## src/rtl/cgr_pkg.sv

```systemverilog
`timescale 1ns/1ps
// Package: shared constants, register indices and the serial slave state type.
// Assumes a fixed seven-register image; the masks below define which bits
// software may change.
package cgr_pkg;

    localparam int          NUM_REGS = 7;
    localparam int          IDX_W    = $clog2(NUM_REGS) + 1;
    localparam logic [7:0]  ID_VALUE = 8'h59;

    localparam int REG_MODE = 0;   // code source, software code, spread, hiz
    localparam int REG_HOST = 1;   // host enables, spread type, strap bit
    localparam int REG_PCI  = 2;   // PCI enables
    localparam int REG_FIX  = 3;   // fixed outputs, 24/48 select, strap bit
    localparam int REG_MEMH = 4;   // upper memory enables, two strap bits
    localparam int REG_MEML = 5;   // lower memory enables
    localparam int REG_ID   = 6;   // identification, read-only

    typedef logic [7:0] byte_t;

    typedef enum logic [2:0] {
        TW_IDLE, TW_ADDR, TW_CMD, TW_CNT, TW_WDAT, TW_RDAT
    } tw_state_e;

    // Bits that a host write may change in register i.
    function automatic byte_t wr_mask(input int i);
        case (i)
            REG_MODE: return 8'hFF;
            REG_HOST: return 8'h2E;
            REG_PCI:  return 8'h7F;
            REG_FIX:  return 8'hB3;
            REG_MEMH: return 8'hF5;
            REG_MEML: return 8'hFF;
            default:  return 8'h00;
        endcase
    endfunction

    // Power-up content of register i, straps captured inverted.
    function automatic byte_t power_up_image(input int i, input logic [3:0] s);
        case (i)
            REG_MODE: return 8'h00;
            REG_HOST: return {~s[2], 7'h7F};
            REG_PCI:  return 8'hFF;
            REG_FIX:  return {1'b1, ~s[0], 6'h3F};
            REG_MEMH: return {4'hF, ~s[1], 1'b1, ~s[3], 1'b1};
            REG_MEML: return 8'hFF;
            REG_ID:   return ID_VALUE;
            default:  return 8'hFF;
        endcase
    endfunction

endpackage

```

## src/rtl/cgr_twi_slave.sv

```systemverilog
`timescale 1ns/1ps
// Module: two-wire serial slave. Detects start/stop and SCL edges on
// oversampled lines, acknowledges its address, discards the two bytes after a
// write address, then issues one write strobe per data byte with an
// auto-incrementing index. Reads stream bytes from index 0 upward.
// Assumes scl_i/sda_i are already synchronous to clk and SCL phases span
// several clk cycles.
module cgr_twi_slave
    import cgr_pkg::*;
#(
    parameter logic [6:0] DEV_ADDR = 7'h69,
    parameter int         IW       = IDX_W
) (
    input  logic          clk,
    input  logic          rst_n,
    input  logic          scl_i,
    input  logic          sda_i,
    output logic          sda_oe,
    output logic          wr_en,
    output logic [IW-1:0] wr_idx,
    output logic [7:0]    wr_data,
    output logic [IW-1:0] rd_idx,
    input  logic [7:0]    rd_data
);

    logic          scl_s, scl_d, sda_s, sda_d;
    logic          start_det, stop_det, scl_rise, scl_fall;
    tw_state_e     st;
    logic [3:0]    bit_cnt;
    logic [7:0]    shreg;
    logic          rw;
    logic [IW-1:0] idx;
    logic [2:0]    bsel;

    function automatic logic [IW-1:0] sat_inc(input logic [IW-1:0] v);
        return (v == '1) ? v : v + IW'(1);
    endfunction

    // Line sampling: one stage of history for edge and condition detection.
    always_ff @(posedge clk) begin
        if (!rst_n) begin
            scl_s <= 1'b1; scl_d <= 1'b1; sda_s <= 1'b1; sda_d <= 1'b1;
        end else begin
            scl_s <= scl_i; scl_d <= scl_s; sda_s <= sda_i; sda_d <= sda_s;
        end
    end

    // Bus events derived from the sampled lines.
    always_comb begin
        start_det = scl_s & scl_d & sda_d & ~sda_s;
        stop_det  = scl_s & scl_d & ~sda_d & sda_s;
        scl_rise  = scl_s & ~scl_d;
        scl_fall  = ~scl_s & scl_d;
        bsel      = 3'(4'd7 - bit_cnt);
    end

    // Protocol engine: shifts on SCL rise, drives SDA on SCL fall.
    always_ff @(posedge clk) begin
        if (!rst_n) begin
            st <= TW_IDLE; bit_cnt <= '0; shreg <= '0; rw <= 1'b0;
            idx <= '0; sda_oe <= 1'b0; wr_en <= 1'b0; wr_idx <= '0; wr_data <= '0;
        end else begin
            wr_en <= 1'b0;
            if (start_det) begin
                st <= TW_ADDR; bit_cnt <= '0; idx <= '0; sda_oe <= 1'b0;
            end else if (stop_det) begin
                st <= TW_IDLE; sda_oe <= 1'b0;
            end else if (scl_rise) begin
                case (st)
                    TW_ADDR, TW_CMD, TW_CNT, TW_WDAT: begin
                        if (bit_cnt < 4'd8) begin
                            shreg   <= {shreg[6:0], sda_s};
                            bit_cnt <= bit_cnt + 4'd1;
                        end else if (bit_cnt == 4'd8) begin
                            bit_cnt <= 4'd9;
                        end
                    end
                    TW_RDAT: begin
                        if (bit_cnt == 4'd8) begin
                            if (sda_s) st <= TW_IDLE;
                            else       bit_cnt <= 4'd9;
                        end else if (bit_cnt < 4'd8) begin
                            bit_cnt <= bit_cnt + 4'd1;
                        end
                    end
                    default: ;
                endcase
            end else if (scl_fall) begin
                case (st)
                    TW_ADDR, TW_CMD, TW_CNT, TW_WDAT: begin
                        if (bit_cnt == 4'd8) begin
                            if (st == TW_ADDR && shreg[7:1] != DEV_ADDR) begin
                                st <= TW_IDLE;
                            end else begin
                                sda_oe <= 1'b1;
                                if (st == TW_ADDR) rw <= shreg[0];
                                if (st == TW_WDAT) begin
                                    wr_en   <= 1'b1;
                                    wr_idx  <= idx;
                                    wr_data <= shreg;
                                    idx     <= sat_inc(idx);
                                end
                            end
                        end else if (bit_cnt == 4'd9) begin
                            sda_oe  <= 1'b0;
                            bit_cnt <= '0;
                            case (st)
                                TW_ADDR: begin
                                    if (rw) begin
                                        st     <= TW_RDAT;
                                        sda_oe <= ~rd_data[7];
                                    end else begin
                                        st <= TW_CMD;
                                    end
                                end
                                TW_CMD:  st <= TW_CNT;
                                TW_CNT:  st <= TW_WDAT;
                                default: ;
                            endcase
                        end
                    end
                    TW_RDAT: begin
                        if (bit_cnt >= 4'd1 && bit_cnt <= 4'd7) begin
                            sda_oe <= ~rd_data[bsel];
                        end else if (bit_cnt == 4'd8) begin
                            sda_oe <= 1'b0;
                            idx    <= sat_inc(idx);
                        end else if (bit_cnt == 4'd9) begin
                            bit_cnt <= '0;
                            sda_oe  <= ~rd_data[7];
                        end
                    end
                    default: ;
                endcase
            end
        end
    end

    assign rd_idx = idx;

    // SDA may only move while SCL is low, or at a start/stop.
    assert_sda_scl_low_R4: assert property (@(posedge clk) disable iff (!rst_n)
        (sda_oe != $past(sda_oe)) |-> ($past(!scl_s) || $past(start_det) || $past(stop_det)));

    // An idle slave never holds the data line.
    assert_idle_released_R2: assert property (@(posedge clk) disable iff (!rst_n)
        (st == TW_IDLE) |-> !sda_oe);

    // Every register write coincides with an acknowledge being driven.
    assert_write_acked_R3: assert property (@(posedge clk) disable iff (!rst_n)
        wr_en |-> sda_oe);

endmodule

```

## src/rtl/cgr_regbank.sv

```systemverilog
`timescale 1ns/1ps
// Module: seven-byte register image. Each register applies its own write
// mask, so read-only strap, reserved and identification bits keep their
// power-up content. Straps are captured while reset is held.
// Assumes strap_i is stable during reset.
module cgr_regbank
    import cgr_pkg::*;
#(
    parameter int IW = IDX_W
) (
    input  logic          clk,
    input  logic          rst_n,
    input  logic [3:0]    strap_i,
    input  logic          wr_en,
    input  logic [IW-1:0] wr_idx,
    input  logic [7:0]    wr_data,
    input  logic [IW-1:0] rd_idx,
    output logic [7:0]    rd_data,
    output byte_t         regs_o [NUM_REGS]
);

    for (genvar g = 0; g < NUM_REGS; g++) begin : g_reg
        localparam byte_t WM = wr_mask(g);
        byte_t q;
        // Register g: power-up load, masked update on a matching write.
        always_ff @(posedge clk) begin
            if (!rst_n)
                q <= power_up_image(g, strap_i);
            else if (wr_en && wr_idx == IW'(g))
                q <= (q & ~WM) | (wr_data & WM);
        end
        assign regs_o[g] = q;
    end

    // Read multiplexer; indices past the image read as all ones.
    always_comb begin
        rd_data = 8'hFF;
        for (int i = 0; i < NUM_REGS; i++)
            if (rd_idx == IW'(i)) rd_data = regs_o[i];
    end

    assert_id_fixed_R10: assert property (@(posedge clk) disable iff (!rst_n)
        regs_o[REG_ID] == ID_VALUE);

    assert_strap_bits_hold_R8: assert property (@(posedge clk) disable iff (!rst_n)
        $stable({regs_o[REG_HOST][7], regs_o[REG_FIX][6], regs_o[REG_MEMH][3], regs_o[REG_MEMH][1]}));

    assert_reserved_ones_R9: assert property (@(posedge clk) disable iff (!rst_n)
        ((regs_o[REG_HOST] & 8'h51) == 8'h51) && regs_o[REG_PCI][7] &&
        ((regs_o[REG_FIX] & 8'h0C) == 8'h0C));

endmodule

```

## src/rtl/cgr_ctrl_map.sv

```systemverilog
`timescale 1ns/1ps
// Module: decodes the register image into synthesizer and buffer controls,
// selects the frequency code source and flags every code change.
// Assumes the register image changes at most once every few cycles.
module cgr_ctrl_map
    import cgr_pkg::*;
(
    input  logic        clk,
    input  logic        rst_n,
    input  logic [3:0]  strap_i,
    input  byte_t       regs_i [NUM_REGS],
    output logic [3:0]  freq_code,
    output logic        freq_chg,
    output logic        spread_en,
    output logic        spread_down,
    output logic        spread_wide,
    output logic        outputs_hiz,
    output logic        fixed_24m_sel,
    output logic [2:0]  cpu_en,
    output logic [6:0]  pci_en,
    output logic [13:0] sdram_en,
    output logic [1:0]  ref_en,
    output logic        usb48_en,
    output logic        fixed_mux_en
);

    byte_t      r_mode, r_host, r_pci, r_fix, r_memh, r_meml;
    logic [3:0] hw_code, sw_code, code_prev;
    logic       unused_bits;

    // Field extraction and code source selection.
    always_comb begin
        r_mode = regs_i[REG_MODE];
        r_host = regs_i[REG_HOST];
        r_pci  = regs_i[REG_PCI];
        r_fix  = regs_i[REG_FIX];
        r_memh = regs_i[REG_MEMH];
        r_meml = regs_i[REG_MEML];
        hw_code   = ~{r_memh[1], r_host[7], r_memh[3], r_fix[6]};
        sw_code   = {r_mode[2], r_mode[6:4]};
        freq_code = r_mode[3] ? sw_code : hw_code;
        freq_chg  = (freq_code != code_prev);
    end

    // Previous effective code, seeded from the straps at power-up.
    always_ff @(posedge clk) begin
        if (!rst_n) code_prev <= strap_i;
        else        code_prev <= freq_code;
    end

    // Spread, tristate and output enable decode.
    always_comb begin
        spread_en     = r_mode[1];
        spread_down   = r_mode[1] & ~r_host[5];
        spread_wide   = r_mode[1] & r_host[5] & r_mode[7];
        outputs_hiz   = r_mode[0];
        fixed_24m_sel = r_fix[7];
        cpu_en        = r_host[3:1];
        pci_en        = r_pci[6:0];
        usb48_en      = r_fix[5];
        fixed_mux_en  = r_fix[4];
        ref_en        = r_fix[1:0];
        sdram_en      = {r_memh[7:4], r_memh[2], r_memh[0], r_meml};
    end

    assign unused_bits = ^{r_host[6], r_host[4], r_host[0], r_pci[7], r_fix[3:2], regs_i[REG_ID]};

    assert_spread_exclusive_R6: assert property (@(posedge clk) disable iff (!rst_n)
        spread_down |-> (!spread_wide && spread_en));

    assert_chg_single_R13: assert property (@(posedge clk) disable iff (!rst_n)
        freq_chg |=> !freq_chg);

endmodule

```

## src/rtl/clkgen_ctrl_regs.sv

```systemverilog
`timescale 1ns/1ps
// Module: top of the clock generator configuration block. Connects the
// serial slave, the register image and the control decode.
// Assumes one clock domain; the serial lines arrive pre-synchronised.
module clkgen_ctrl_regs #(
    parameter logic [6:0] DEV_ADDR = 7'h69
) (
    input  logic        clk,
    input  logic        rst_n,
    input  logic [3:0]  strap_fs,
    input  logic        scl_i,
    input  logic        sda_i,
    output logic        sda_oe,
    output logic [3:0]  freq_code,
    output logic        freq_chg,
    output logic        spread_en,
    output logic        spread_down,
    output logic        spread_wide,
    output logic        outputs_hiz,
    output logic        fixed_24m_sel,
    output logic [2:0]  cpu_en,
    output logic [6:0]  pci_en,
    output logic [13:0] sdram_en,
    output logic [1:0]  ref_en,
    output logic        usb48_en,
    output logic        fixed_mux_en
);
    import cgr_pkg::*;

    logic             wr_en;
    logic [IDX_W-1:0] wr_idx, rd_idx;
    logic [7:0]       wr_data, rd_data;
    byte_t            regs [NUM_REGS];

    cgr_twi_slave #(.DEV_ADDR(DEV_ADDR), .IW(IDX_W)) u_slave (
        .clk(clk), .rst_n(rst_n), .scl_i(scl_i), .sda_i(sda_i), .sda_oe(sda_oe),
        .wr_en(wr_en), .wr_idx(wr_idx), .wr_data(wr_data),
        .rd_idx(rd_idx), .rd_data(rd_data)
    );

    cgr_regbank #(.IW(IDX_W)) u_regs (
        .clk(clk), .rst_n(rst_n), .strap_i(strap_fs),
        .wr_en(wr_en), .wr_idx(wr_idx), .wr_data(wr_data),
        .rd_idx(rd_idx), .rd_data(rd_data), .regs_o(regs)
    );

    cgr_ctrl_map u_map (
        .clk(clk), .rst_n(rst_n), .strap_i(strap_fs), .regs_i(regs),
        .freq_code(freq_code), .freq_chg(freq_chg),
        .spread_en(spread_en), .spread_down(spread_down), .spread_wide(spread_wide),
        .outputs_hiz(outputs_hiz), .fixed_24m_sel(fixed_24m_sel),
        .cpu_en(cpu_en), .pci_en(pci_en), .sdram_en(sdram_en), .ref_en(ref_en),
        .usb48_en(usb48_en), .fixed_mux_en(fixed_mux_en)
    );

endmodule

```

## config.mk

```make
export PLATFORM = sky130hd
export DESIGN_NAME = clkgen_ctrl_regs
export DESIGN_NICKNAME = d
export VERILOG_FILES = /design/src/rtl/cgr_pkg.sv /design/src/rtl/cgr_twi_slave.sv /design/src/rtl/cgr_regbank.sv /design/src/rtl/cgr_ctrl_map.sv /design/src/rtl/clkgen_ctrl_regs.sv
export SDC_FILE = /design/constraint.sdc
export NUM_CORES = 1
export LEC_CHECK = 0
export ABC_AREA = 1
export BUFFER_PORTS_ARGS = -buffer_cell sky130_fd_sc_hd__buf_2
export CAP_MARGIN = 30
export CORE_MARGIN = 3
export CORE_UTILIZATION = 58
export CTS_BUF_LIST = sky130_fd_sc_hd__clkbuf_4 sky130_fd_sc_hd__clkbuf_8
export DETAILED_ROUTE_END_ITERATION = 8
export PLACE_DENSITY = 0.79
export SLEW_MARGIN = 25
export SYNTH_ARGS = -nofsm -noshare
export SYNTH_HDL_FRONTEND = slang
export SYNTH_SLANG_ARGS = --single-unit
```

## constraint.sdc

```tcl
create_clock -name clk -period 2.1 [get_ports clk]
set_input_delay 0.315 -clock clk [delete_from_list [all_inputs] [get_ports clk]]
set_output_delay 0.315 -clock clk [all_outputs]
set_load 0.01 [all_outputs]
```

==> results of run 1 <==
## critical path: cells and delay by family (launching register included)
kind                      cells  cell delay, ns
xor gates and xnor gates      1            0.11
DFF                           1            0.44
buffers and inverters         1            0.14
AOI/OAI and AO/OA             1            0.28
and+or+nand+nor               2            0.30
## area by class of cell
| cell class | instances | area share |
|---|---|---|
| sequential | 84 | 0.360 |
| clock inverter | 6 | 0.0102 |
| tap | 99 | 0.0259 |
| timing repair buffer | 57 | 0.0680 |
| inverter | 89 | 0.0701 |
| multi-input combinational | 409 | 0.438 |
| clock buffer | 10 | 0.0275 |
## kinds of logic after synthesis
group,count (synthesis)
compound gates,138
xor+xnor,5
buf+inv,131
fa+ha+maj,11
flops,84
simple gates,255
## worst paths after layout
path / start / end / slack, ns / depth (start not counted)
worst max-delay path: u_regs.g_reg[4].q[3] / freq_chg / 0.16 / 5
worst min-delay path: sda_i / u_slave.sda_s / 0.14 / 2
worst max register to register: u_slave.bit_cnt[0] / u_slave.bit_cnt[3] / 0.19 / 9
worst min register to register: u_slave.rd_idx[0] / u_slave.rd_idx[0] / 0.49 / 1
## stage by stage
| stage | total power [mW] | instance area [um2] |
|---|---|---|
| global placement | 1.92 | 4590 |
| finish | 2.97 | 4780 |
| global route | 3.07 | 4780 |
| floorplan | 1.86 | 4400 |
| detailed placement | 1.93 | 4590 |
| CTS | 2.97 | 4770 |
## state kept, by name, indices dropped and copies added, names as in the netlist
signal / cells
u_slave.st: 3
u_slave.scl_s: 1
u_map.code_prev: 4
u_slave.wr_idx: 4
u_slave.scl_d: 1
u_slave.shreg: 8
u_slave.sda_d: 1
u_slave.sda_oe: 1
u_slave.rd_idx: 4
u_slave.rw: 1
u_slave.bit_cnt: 4
u_slave.wr_data: 8
u_slave.wr_en: 1
u_regs.g.q: 42
u_slave.sda_s: 1
## where the power goes
part | switching [mW] | internal, mW | leakage, nW | total [mW]
Combinational | 0.164 | 0.0851 | 1.43 | 0.249
Sequential | 0.0209 | 1.63 | 0.688 | 1.65
Clock | 0.625 | 0.451 | 0.0825 | 1.08
Total | 0.809 | 2.17 | 2.20 | 2.97
## routing by layer
layer | global-route usage | part of all wire | up-vias | wire (um)
li1 | - | - | 2053 | -
met3 | 0.0370 | 0.067 | 22 | 743
met4 | 0.0952 | 0.023 | 0 | 258
met5 | 0 | 0 | - | 0
met1 | 0.355 | 0.46 | 1910 | 5080
met2 | 0.425 | 0.45 | 146 | 5080
## repair_timing
| action | 4_1_cts | 5_1_grt |
|---|---|---|
| setup buffers | 0 | 0 |
| endpoints found under the setup margin | 0 | 2 |
| gates resized for setup | 0 | 9 |
## cell usage in the layout, fill, tap and decap left out, types with 3 or more instances in the layout
master / n
xor2_1: 3
nand2_1: 132
o21ai_1: 10
nand4_1: 6
o21ai_0: 50
a21oi_1: 54
nand3_1: 30
nand2_2: 4
o211ai_1: 17
inv_2: 5
nor3_2: 4
edfxtp_1: 4
nor3_1: 6
buf_2: 46
inv_1: 83
dfxtp_1: 78
clkbuf_8: 9
clkinvlp_4: 3
nor2_4: 3
ha_1: 9
nand3_2: 3
nor2_1: 54
buf_4: 10
a211oi_1: 3
==> results.py, run 1 <==
metrics = {
    "outcome": {
        "status": "finished, final reports clean",
    },
    "grt": {
        "antenna_found_initial": 0,
        "grt_use_total": 0.261,
        "overflow": 0,
        "grt_pass1_wl_um": 18000,
        "grt_max_degree": 67,
        "grt_pass1_vias": 3721,
    },
    "route": {
        "wl_um": 11200,
        "vias_per_cell": 5.48,
        "drc": 0,
        "drtIter0Drc": 366,
        "drtPass1Iterations": 4,
        "wl_per_cell_um": 14.8,
        "dr_total_vias": 4131,
        "ant_nets": 0,
    },
    "critical_path": {
        "required_ns": 1.78,
        "critPathSlowestCell": "edfxtp_1",
        "critPathKind": "flop to primary output",
        "path_cells": "o21ai_1 -> xor2_1 -> nor3_1 -> nand2_1 -> buf_2",
        "arrival_ns": 1.62,
        "cp-start-kind": "flop",
        "end_kind": "primary output",
        "cp_max_fo": 3,
        "critPathMaxStageDelay_ns": 0.44,
    },
    "yosys": {
        "synth_area_leader_cell": "dfxtp_1",
        "synth_ff_type": "dfxtp_1",
        "synth_cell_types": 38,
        "synth-simple-area-share": 0.261,
        "synthAdderAreaFrac": 0.0313,
        "synth_area_leaders": "dfxtp_1 (36%), nand2_1 (11%), inv_1 (7.2%)",
        "synth_mux_area_frac": 0,
        "synth_top_family_by_area": "simple AND/OR/NAND/NOR gates",
        "netlist_top_cells_count": "nand2_1 (132), inv_1 (84), dfxtp_1 (80), a21oi_1 (54), nor2_1 (54)",
        "synth_compound_area_frac": 0.171,
        "syn_area_mm2": 0.00440,
        "async_reset_ff_frac": 0,
        "synth_edf_count": 4,
        "ys_warn_count": 0,
        "synthCells": 624,
        "synth_area_per_cell_um2": 7.05,
        "syn_nets": 643,
        "yosysMostFrequentCell": "nand2_1",
        "synthXorXnorAreaFrac": 0.00995,
        "synth_top_area_frac": 0.364,
        "ys_seq_area_frac": 0.391,
        "synth.ff_latch_count": 84,
    },
    "sta": {
        "worstMarginPinSlew_ns": 0.664,
        "hold_ws_ns": 0.141,
        "rsz0062_at_grt": "false",
        "final-hold-violation-count": 0,
        "max_freq_mhz": 516,
        "clock_skew_ns": 0.0100,
        "worst_slack_ns": 0.163,
        "finalCriticalPeriod_ns": 1.94,
        "setup_viol": 0,
        "fin_tns_setup_ns": 0,
        "min_period_over_period": 0.922,
        "final_max_slew_viol_count": 0,
        "maxSlewHeadroom": 0.555,
    },
    "clock_network": {
        "holdBufCountCts": 0,
        "clock-root-buffer": "clkbuf_8",
        "cts_tree": "built",
        "cts_buffers": 9,
        "clk_pin_slew_ns": 0.09,
        "htree_levels": 3,
        "cts_buffer_depth": 2,
        "clock_sinks": 84,
        "clk_latency_ns": 0.35,
    },
    "final_layout": {
        "fillCellCount": 686,
        "layout.area.seq_mm2": 0.00172,
        "diodes": 0,
        "fin_util": 0.656,
        "multi_input_area_mm2": 0.00209,
        "nNetsFinal": 669,
        "stdcell_count": 754,
        "drive_gt1_frac": 0.159,
        "area_growth_pct": 8.70,
    },
    "die": {
        "fp-row-count": 31,
        "die_height_um": 93.1,
        "die_x_um": 93.1,
        "dieArea_mm2": 0.00867,
        "core_mm2": 0.00729,
        "initial_utilization": 0.603,
        "ios": 47,
    },
    "power": {
        "irDropWorstVdd_v": 0.000488,
        "leakagePower_nw": 2.20,
        "powerDensity_mw_per_mm2": 622,
    },
    "placed_design": {
        "post-place-ws_ns": 0.107,
        "place_congestion": 0.920,
        "dp_hpwl_um": 8300,
        "dp.cells": 738,
        "port_buffers": 46,
    },
    "run": {
        "max_cap_viol_count": 0,
    },
    "min_path": {
        "hp-class": "primary input to flop",
    },
}
Note: power is estimated with default switching activity, not from simulation.
==> inputs of run 2 (changes only) <==
--- a/config.mk
+++ b/config.mk
@@ -10,9 +10,10 @@
 export CAP_MARGIN = 30
 export CORE_MARGIN = 3
 export CORE_UTILIZATION = 58
-export CTS_BUF_LIST = sky130_fd_sc_hd__clkbuf_4 sky130_fd_sc_hd__clkbuf_8
+export CTS_BUF_LIST = sky130_fd_sc_hd__clkbuf_8
 export DETAILED_ROUTE_END_ITERATION = 8
 export PLACE_DENSITY = 0.79
+export SETUP_SLACK_MARGIN = 0.3
 export SLEW_MARGIN = 25
 export SYNTH_ARGS = -nofsm -noshare
 export SYNTH_HDL_FRONTEND = slang
==> results.py, run 2 (synthesis results as in run 1) <==
metrics = {
    "outcome": {
        "status": "finished, final reports clean",
    },
    "power": {
        "irDropWorstVdd_v": 0.000446,
        "p_comb_frac": 0.098,
        "p_clk_frac": 0.366,
        "pwr-share-seq": 0.537,
        "p_int_mw": 2.30,
        "switching_share": 0.251,
        "p_total_mw": 3.07,
        "powerDensity_mw_per_mm2": 591,
        "switchingPower_mw": 0.773,
        "leakagePower_nw": 2.37,
    },
    "sta": {
        "final-hold-violation-count": 0,
        "max_freq_mhz": 505,
        "setup_viol": 0,
        "finalCriticalPeriod_ns": 1.98,
        "maxSlewHeadroom": 0.668,
        "final_max_slew_viol_count": 0,
        "worstMarginPinSlew_ns": 0.496,
        "clock_skew_ns": 0.00885,
        "min_period_over_period": 0.943,
        "rsz0062_at_grt": "true",
        "fin_tns_setup_ns": 0,
    },
    "final_layout": {
        "fillCellCount": 600,
        "fin_util": 0.713,
        "stdcell_count": 773,
        "final_common_cell": "nand2_1",
        "area_growth_pct": 18.2,
        "regMostFlops": "u_regs.g.q",
        "most-common-layout-cells": "nand2_1 (124), inv_1 (78), dfxtp_1 (71), a21oi_1 (52), nor2_1 (51)",
        "nNetsFinal": 689,
        "largest_register_ffs": 42,
        "diodes": 0,
        "drive_gt1_frac": 0.234,
        "largestRegisters": "u_regs.g.q (42), u_slave.shreg (8), u_slave.wr_data (8)",
        "stdcell_area_mm2": 0.00520,
    },
    "placed_design": {
        "port_buffers": 46,
        "place_congestion": 0.953,
        "dp_hpwl_um": 8280,
        "dp.cells": 738,
        "placed_cell_area_mm2": 0.00459,
    },
    "die": {
        "core_mm2": 0.00729,
        "dieArea_mm2": 0.00867,
        "die_x_um": 93.1,
        "fp-row-count": 31,
        "initial_utilization": 0.603,
        "ios": 47,
        "die_height_um": 93.1,
    },
    "route": {
        "drc": 0,
        "wl_um": 12100,
        "ant_nets": 0,
        "drtPass1Iterations": 5,
        "vias_per_cell": 5.59,
        "dr_total_vias": 4319,
        "wl_per_cell_um": 15.6,
        "drtIter0Drc": 347,
    },
    "critical_path": {
        "cp-start-kind": "flop",
        "arrival_ns": 2.21,
        "cp_max_fo": 8,
        "required_ns": 2.33,
        "critPathKind": "flop to flop",
        "end_kind": "flop",
    },
    "clock_network": {
        "holdBufCountCts": 0,
        "clock-root-buffer": "clkbuf_8",
        "htree_levels": 3,
        "clk_latency_ns": 0.36,
        "cts_buffers": 9,
        "clk_pin_slew_ns": 0.08,
        "cts_buffer_depth": 2,
        "clock_sinks": 84,
        "cts_tree": "built",
    },
    "grt": {
        "grt_use_total": 0.265,
        "antenna_found_initial": 0,
        "grt_pass1_vias": 3731,
        "grt_pass1_wl_um": 18000,
        "grt_max_degree": 43,
        "overflow": 0,
    },
    "run": {
        "max_cap_viol_count": 0,
    },
    "min_path": {
        "hp-class": "primary input to flop",
    },
}
## run 2: cell types whose count changed in the layout (fill, tap and decap cells not counted), sizes merged
cell      previous run  this run
clkbuf              10        12
buf                 57        75
clkinv               3         0
clkinvlp             3         2
bufinv               0         1
inv                 89        91
## run 2: final timing paths
check	startpoint	endpoint	slack (ns)	depth (start not counted)
worst max-delay path	u_slave.bit_cnt[1]	u_slave.rd_idx[3]	0.12	10
worst min-delay path	sda_i	u_slave.sda_s	0.13	2
worst max register to register	u_slave.bit_cnt[1]	u_slave.rd_idx[3]	0.12	10
worst min register to register	u_slave.st[1]	u_slave.st[1]	0.49	2
## run 2: through the flow
| stage | setup WS (ns) | hold slack [ns] |
|---|---|---|
| 6_report | 0.120 | 0.131 |
| 5_1_grt | 0.0378 | 0.140 |
| 4_1_cts | 0.267 | 0.132 |
| 3_5_place_dp | 0.153 | 0.475 |
| 3_3_place_gp | 0.188 | 0.471 |
| 2_1_floorplan | 0.347 | 0.422 |
## run 2: power groups by stage
stage	clock network [mW]	registers [mW]	logic, mW
CTS	1.14	1.65	0.258
finish	1.12	1.65	0.300
global route	1.20	1.65	0.328
floorplan	0	1.68	0.177
global placement	0	1.68	0.242
detailed placement	0	1.69	0.246
## run 2: repair_timing
item | in CTS | in global routing
resized for setup | 24 | 57
endpoints found under the setup margin | 17 | 40
gates cloned | 0 | 3
setup buffers | 3 | 14
pin swaps | 2 | 21
hold endpoints to repair | 0 | 0
## run 2: cell type report
class,count,area [um2],area share
clock buffer,10,138,0.0265
sequential,84,1740,0.335
inverter,89,345,0.0664
tap,99,124,0.0238
timing repair buffer,77,536,0.103
multi-input combinational,409,2270,0.436
clock inverter,5,48.8,0.00938
## run 2: layer usage
layer / global-route usage / up-vias / routed length, um
met2: 0.421 / 195 / 5730
met3: 0.0523 / 23 / 986
met5: 0 / - / 0
met1: 0.363 / 2004 / 5070
li1: - / 2097 / -
met4: 0.0855 / 0 / 304
## run 2: worst max-delay path: stages (launching register included)
cell and delay [ns]:
dfxtp_2 0.41, inv_1 0.07, ha_1 0.20, nor2_1 0.09
a21oi_1 0.09, nand2_1 0.09, o211ai_1 0.12, nor3_2 0.25
nand4_1 0.20, o21ai_1 0.24, a21oi_1 0.10
==> inputs of run 3 (changes only) <==
--- a/config.mk
+++ b/config.mk
@@ -5,7 +5,6 @@
 export SDC_FILE = /design/constraint.sdc
 export NUM_CORES = 1
 export LEC_CHECK = 0
-export ABC_AREA = 1
 export BUFFER_PORTS_ARGS = -buffer_cell sky130_fd_sc_hd__buf_2
 export CAP_MARGIN = 30
 export CORE_MARGIN = 3
==> results.py, run 3 <==
metrics = {
    "placed_design": {
        "port_buffers": 46,
        "dp_hpwl_um": 8480,
        "place_congestion": 0.909,
    },
    "run": {
        "max_cap_viol_count": 0,
    },
    "clock_network": {
        "htree_levels": 3,
        "cts_buffer_depth": 2,
        "clock_sinks": 84,
        "clock-root-buffer": "clkbuf_8",
        "clk_latency_ns": 0.37,
        "cts_tree": "built",
        "cts_buffers": 9,
        "clk_pin_slew_ns": 0.09,
    },
    "sta": {
        "clock_skew_ns": 0.0157,
        "hold_ws_ns": 0.129,
        "rsz0062_at_grt": "true",
        "max_freq_mhz": 466,
        "final_max_slew_viol_count": 0,
        "maxSlewHeadroom": 0.648,
        "final-hold-violation-count": 0,
        "worst_slack_ns": -0.0465,
        "fin_tns_setup_ns": -0.226,
        "min_period_over_period": 1.02,
        "finalCriticalPeriod_ns": 2.15,
        "setup_viol": 9,
        "worstMarginPinSlew_ns": 0.527,
    },
    "critical_path": {
        "path_cells": "buf_4 -> buf_8 -> inv_2 -> ha_1 -> or3b_4 -> a31o_2 -> a211oi_2 -> a2111o_1 -> a21oi_1 -> a21boi_1",
        "rr_endpoint": "u_slave.sda_oe",
        "critPathMaxStageDelay_ns": 0.39,
        "cp-start-kind": "flop",
        "cp_max_fo": 7,
        "critPathKind": "flop to flop",
        "required_ns": 2.35,
        "startpoint": "u_slave.bit_cnt[0]",
        "critPathSlowestCell": "or3b_4",
        "crit-reg2reg-launch": "u_slave.bit_cnt[0]",
        "arrival_ns": 2.40,
        "r2r_slack_ns": -0.05,
        "reg2reg_depth": 10,
        "end_kind": "flop",
    },
    "yosys": {
        "yosysMostFrequentCell": "dfxtp_1",
        "synth.ff_latch_count": 84,
        "async_reset_ff_frac": 0,
        "synth_cell_types": 64,
        "synth_area_leader_cell": "dfxtp_1",
        "syn_area_mm2": 0.00454,
        "synth_top_area_frac": 0.353,
        "synth_edf_count": 4,
        "netlist_top_cells_count": "dfxtp_1 (80), mux2i_1 (65), nand2_1 (65), nor2_1 (49), buf_4 (27)",
        "synth_area_leaders": "dfxtp_1 (35%), mux2i_1 (14%), nand2_1 (5.4%)",
        "synth_area_per_cell_um2": 8.82,
        "ys_seq_area_frac": 0.379,
        "ys_warn_count": 0,
        "synthCells": 515,
        "synth_ff_type": "dfxtp_1",
        "syn_nets": 534,
    },
    "die": {
        "initial_utilization": 0.613,
        "dieArea_mm2": 0.00893,
        "ios": 47,
        "core_mm2": 0.00741,
        "die_height_um": 94.5,
        "fp-row-count": 31,
        "die_x_um": 94.5,
    },
    "final_layout": {
        "area_growth_pct": 20.7,
        "layout.area.seq_mm2": 0.00173,
        "largest_register_ffs": 42,
        "drive_gt1_frac": 0.293,
        "multi_input_area_mm2": 0.00264,
        "most-common-layout-cells": "dfxtp_1 (74), nand2_1 (65), mux2i_1 (59), nor2_1 (47), buf_4 (46)",
        "regMostFlops": "u_regs.g.q",
        "final_common_cell": "dfxtp_1",
        "diodes": 0,
        "fillCellCount": 532,
        "nNetsFinal": 590,
        "largestRegisters": "u_regs.g.q (42), u_slave.shreg (8), u_slave.wr_data (8)",
    },
    "min_path": {
        "holdPathEnd": "u_slave.sda_s",
        "worstHoldStart": "sda_i",
        "hp-class": "primary input to flop",
        "hold_depth": 2,
    },
    "power": {
        "switching_share": 0.267,
        "switchingPower_mw": 0.788,
        "pwr-share-seq": 0.556,
        "irDropWorstVdd_v": 0.000559,
        "leakagePower_nw": 2.24,
        "p_total_mw": 2.95,
        "p_clk_frac": 0.385,
        "powerDensity_mw_per_mm2": 537,
        "p_comb_frac": 0.060,
        "p_int_mw": 2.16,
    },
    "grt": {
        "grt_pass1_wl_um": 19500,
        "overflow": 0,
        "grt_pass1_vias": 3778,
        "antenna_found_initial": 0,
        "grt_use_total": 0.286,
        "grt_max_degree": 48,
    },
    "route": {
        "vias_per_cell": 5.87,
        "drtIter0Drc": 282,
        "drc": 0,
        "drtPass1Iterations": 5,
        "ant_nets": 0,
        "wl_um": 12200,
        "wl_per_cell_um": 18.1,
        "dr_total_vias": 3965,
    },
    "outcome": {
        "status": "complete, but fails checks",
        "violations": "setup timing",
    },
}
==> run 3: cell types whose count changed after synthesis, sizes merged, moves of 6 or more <==
cell | previous run | this run
nand2 | 137 | 65
mux2i | 0 | 65
nand3 | 33 | 5
inv | 88 | 23
a21oi | 54 | 12
nand2b | 0 | 12
clkbuf | 12 | 25
o21ai | 60 | 9
nand3b | 0 | 7
o211ai | 17 | 3
xnor2 | 2 | 8
nor3b | 0 | 7
nor2b | 0 | 14
nor2 | 59 | 49
==> run 3: cell type report <==
class	instances	share of cell area
Tap cell	99	0.0226
Clock inverter	7	0.0119
Timing Repair Buffer	100	0.129
Multi-Input combinational cell	353	0.482
Inverter	23	0.0157
Clock buffer	9	0.0226
Sequential cell	84	0.316
==> run 3: stage by stage <==
step | utilization | setup WS (ns) | area [um2] | std cells
CTS | 0.718 | -0.0147 | 5320 | 668
detailed placement | 0.660 | -0.0589 | 4890 | 640
finish | 0.740 | -0.0465 | 5490 | 675
floorplan | - | -0.0377 | 4610 | 515
global placement | 0.660 | -0.0508 | 4890 | 640
global route | 0.740 | -0.160 | 5490 | 675
==> run 3: timing repair <==
| item | in CTS | in global routing |
|---|---|---|
| endpoints found under the setup margin | 28 | 34 |
| pin swaps | 3 | 11 |
| gates resized for setup | 29 | 28 |
| hold buffers | 0 | 0 |
| cloned | 1 | 0 |
| buffers inserted | 11 | 7 |
==> run 3: logic make-up (layout without fill, tap and decap cells) <==
family / after synthesis / in the layout / synth area share
xor+xnor: 10 / 10 / 0.0193
fa+ha+maj: 11 / 11 / 0.0303
buf+inv: 78 / 139 / 0.0895
flops: 84 / 84 / 0.379
mux: 69 / 69 / 0.153
compound gates: 67 / 67 / 0.112
simple gates: 196 / 196 / 0.217
==> run 3: how the worst max path moves through the flow <==
| stage | slack [ns] | to |
|---|---|---|
| floorplan | -0.04 | u_slave.bit_cnt[3] |
| global placement | -0.05 | u_slave.sda_oe |
| detailed placement | -0.06 | u_slave.sda_oe |
| CTS | -0.01 | u_slave.bit_cnt[3] |
| global route | -0.16 | u_slave.bit_cnt[3] |
| finish | -0.05 | u_slave.sda_oe |
==> run 3: layer usage <==
| metal | track usage | wire length (um) |
|---|---|---|
| met2 | 0.456 | 5740 |
| met3 | 0.0669 | 801 |
| met1 | 0.374 | 5260 |
| met5 | 0 | 0 |
| met4 | 0.111 | 388 |
==> run 3: worst max-delay path, delay by kind of cell, from the launching register on <==
| kind | cells | cell delay, ns |
|---|---|---|
| adders and majority gates | 1 | 0.14 |
| DFF | 1 | 0.33 |
| buffers and inverters | 3 | 0.33 |
| AOI/OAI and AO/OA | 5 | 0.85 |
| and+or+nand+nor | 1 | 0.39 |
==> run 3: power by group through the flow <==
stage / clock [mW] / combinational [mW] / sequential, mW
after CTS: 1.15 / 0.159 / 1.64
after floorplan: 0 / 0.0969 / 1.67
final: 1.13 / 0.176 / 1.64
after detailed placement: 0 / 0.140 / 1.67
after global placement: 0 / 0.137 / 1.67
after global routing: 1.23 / 0.190 / 1.64
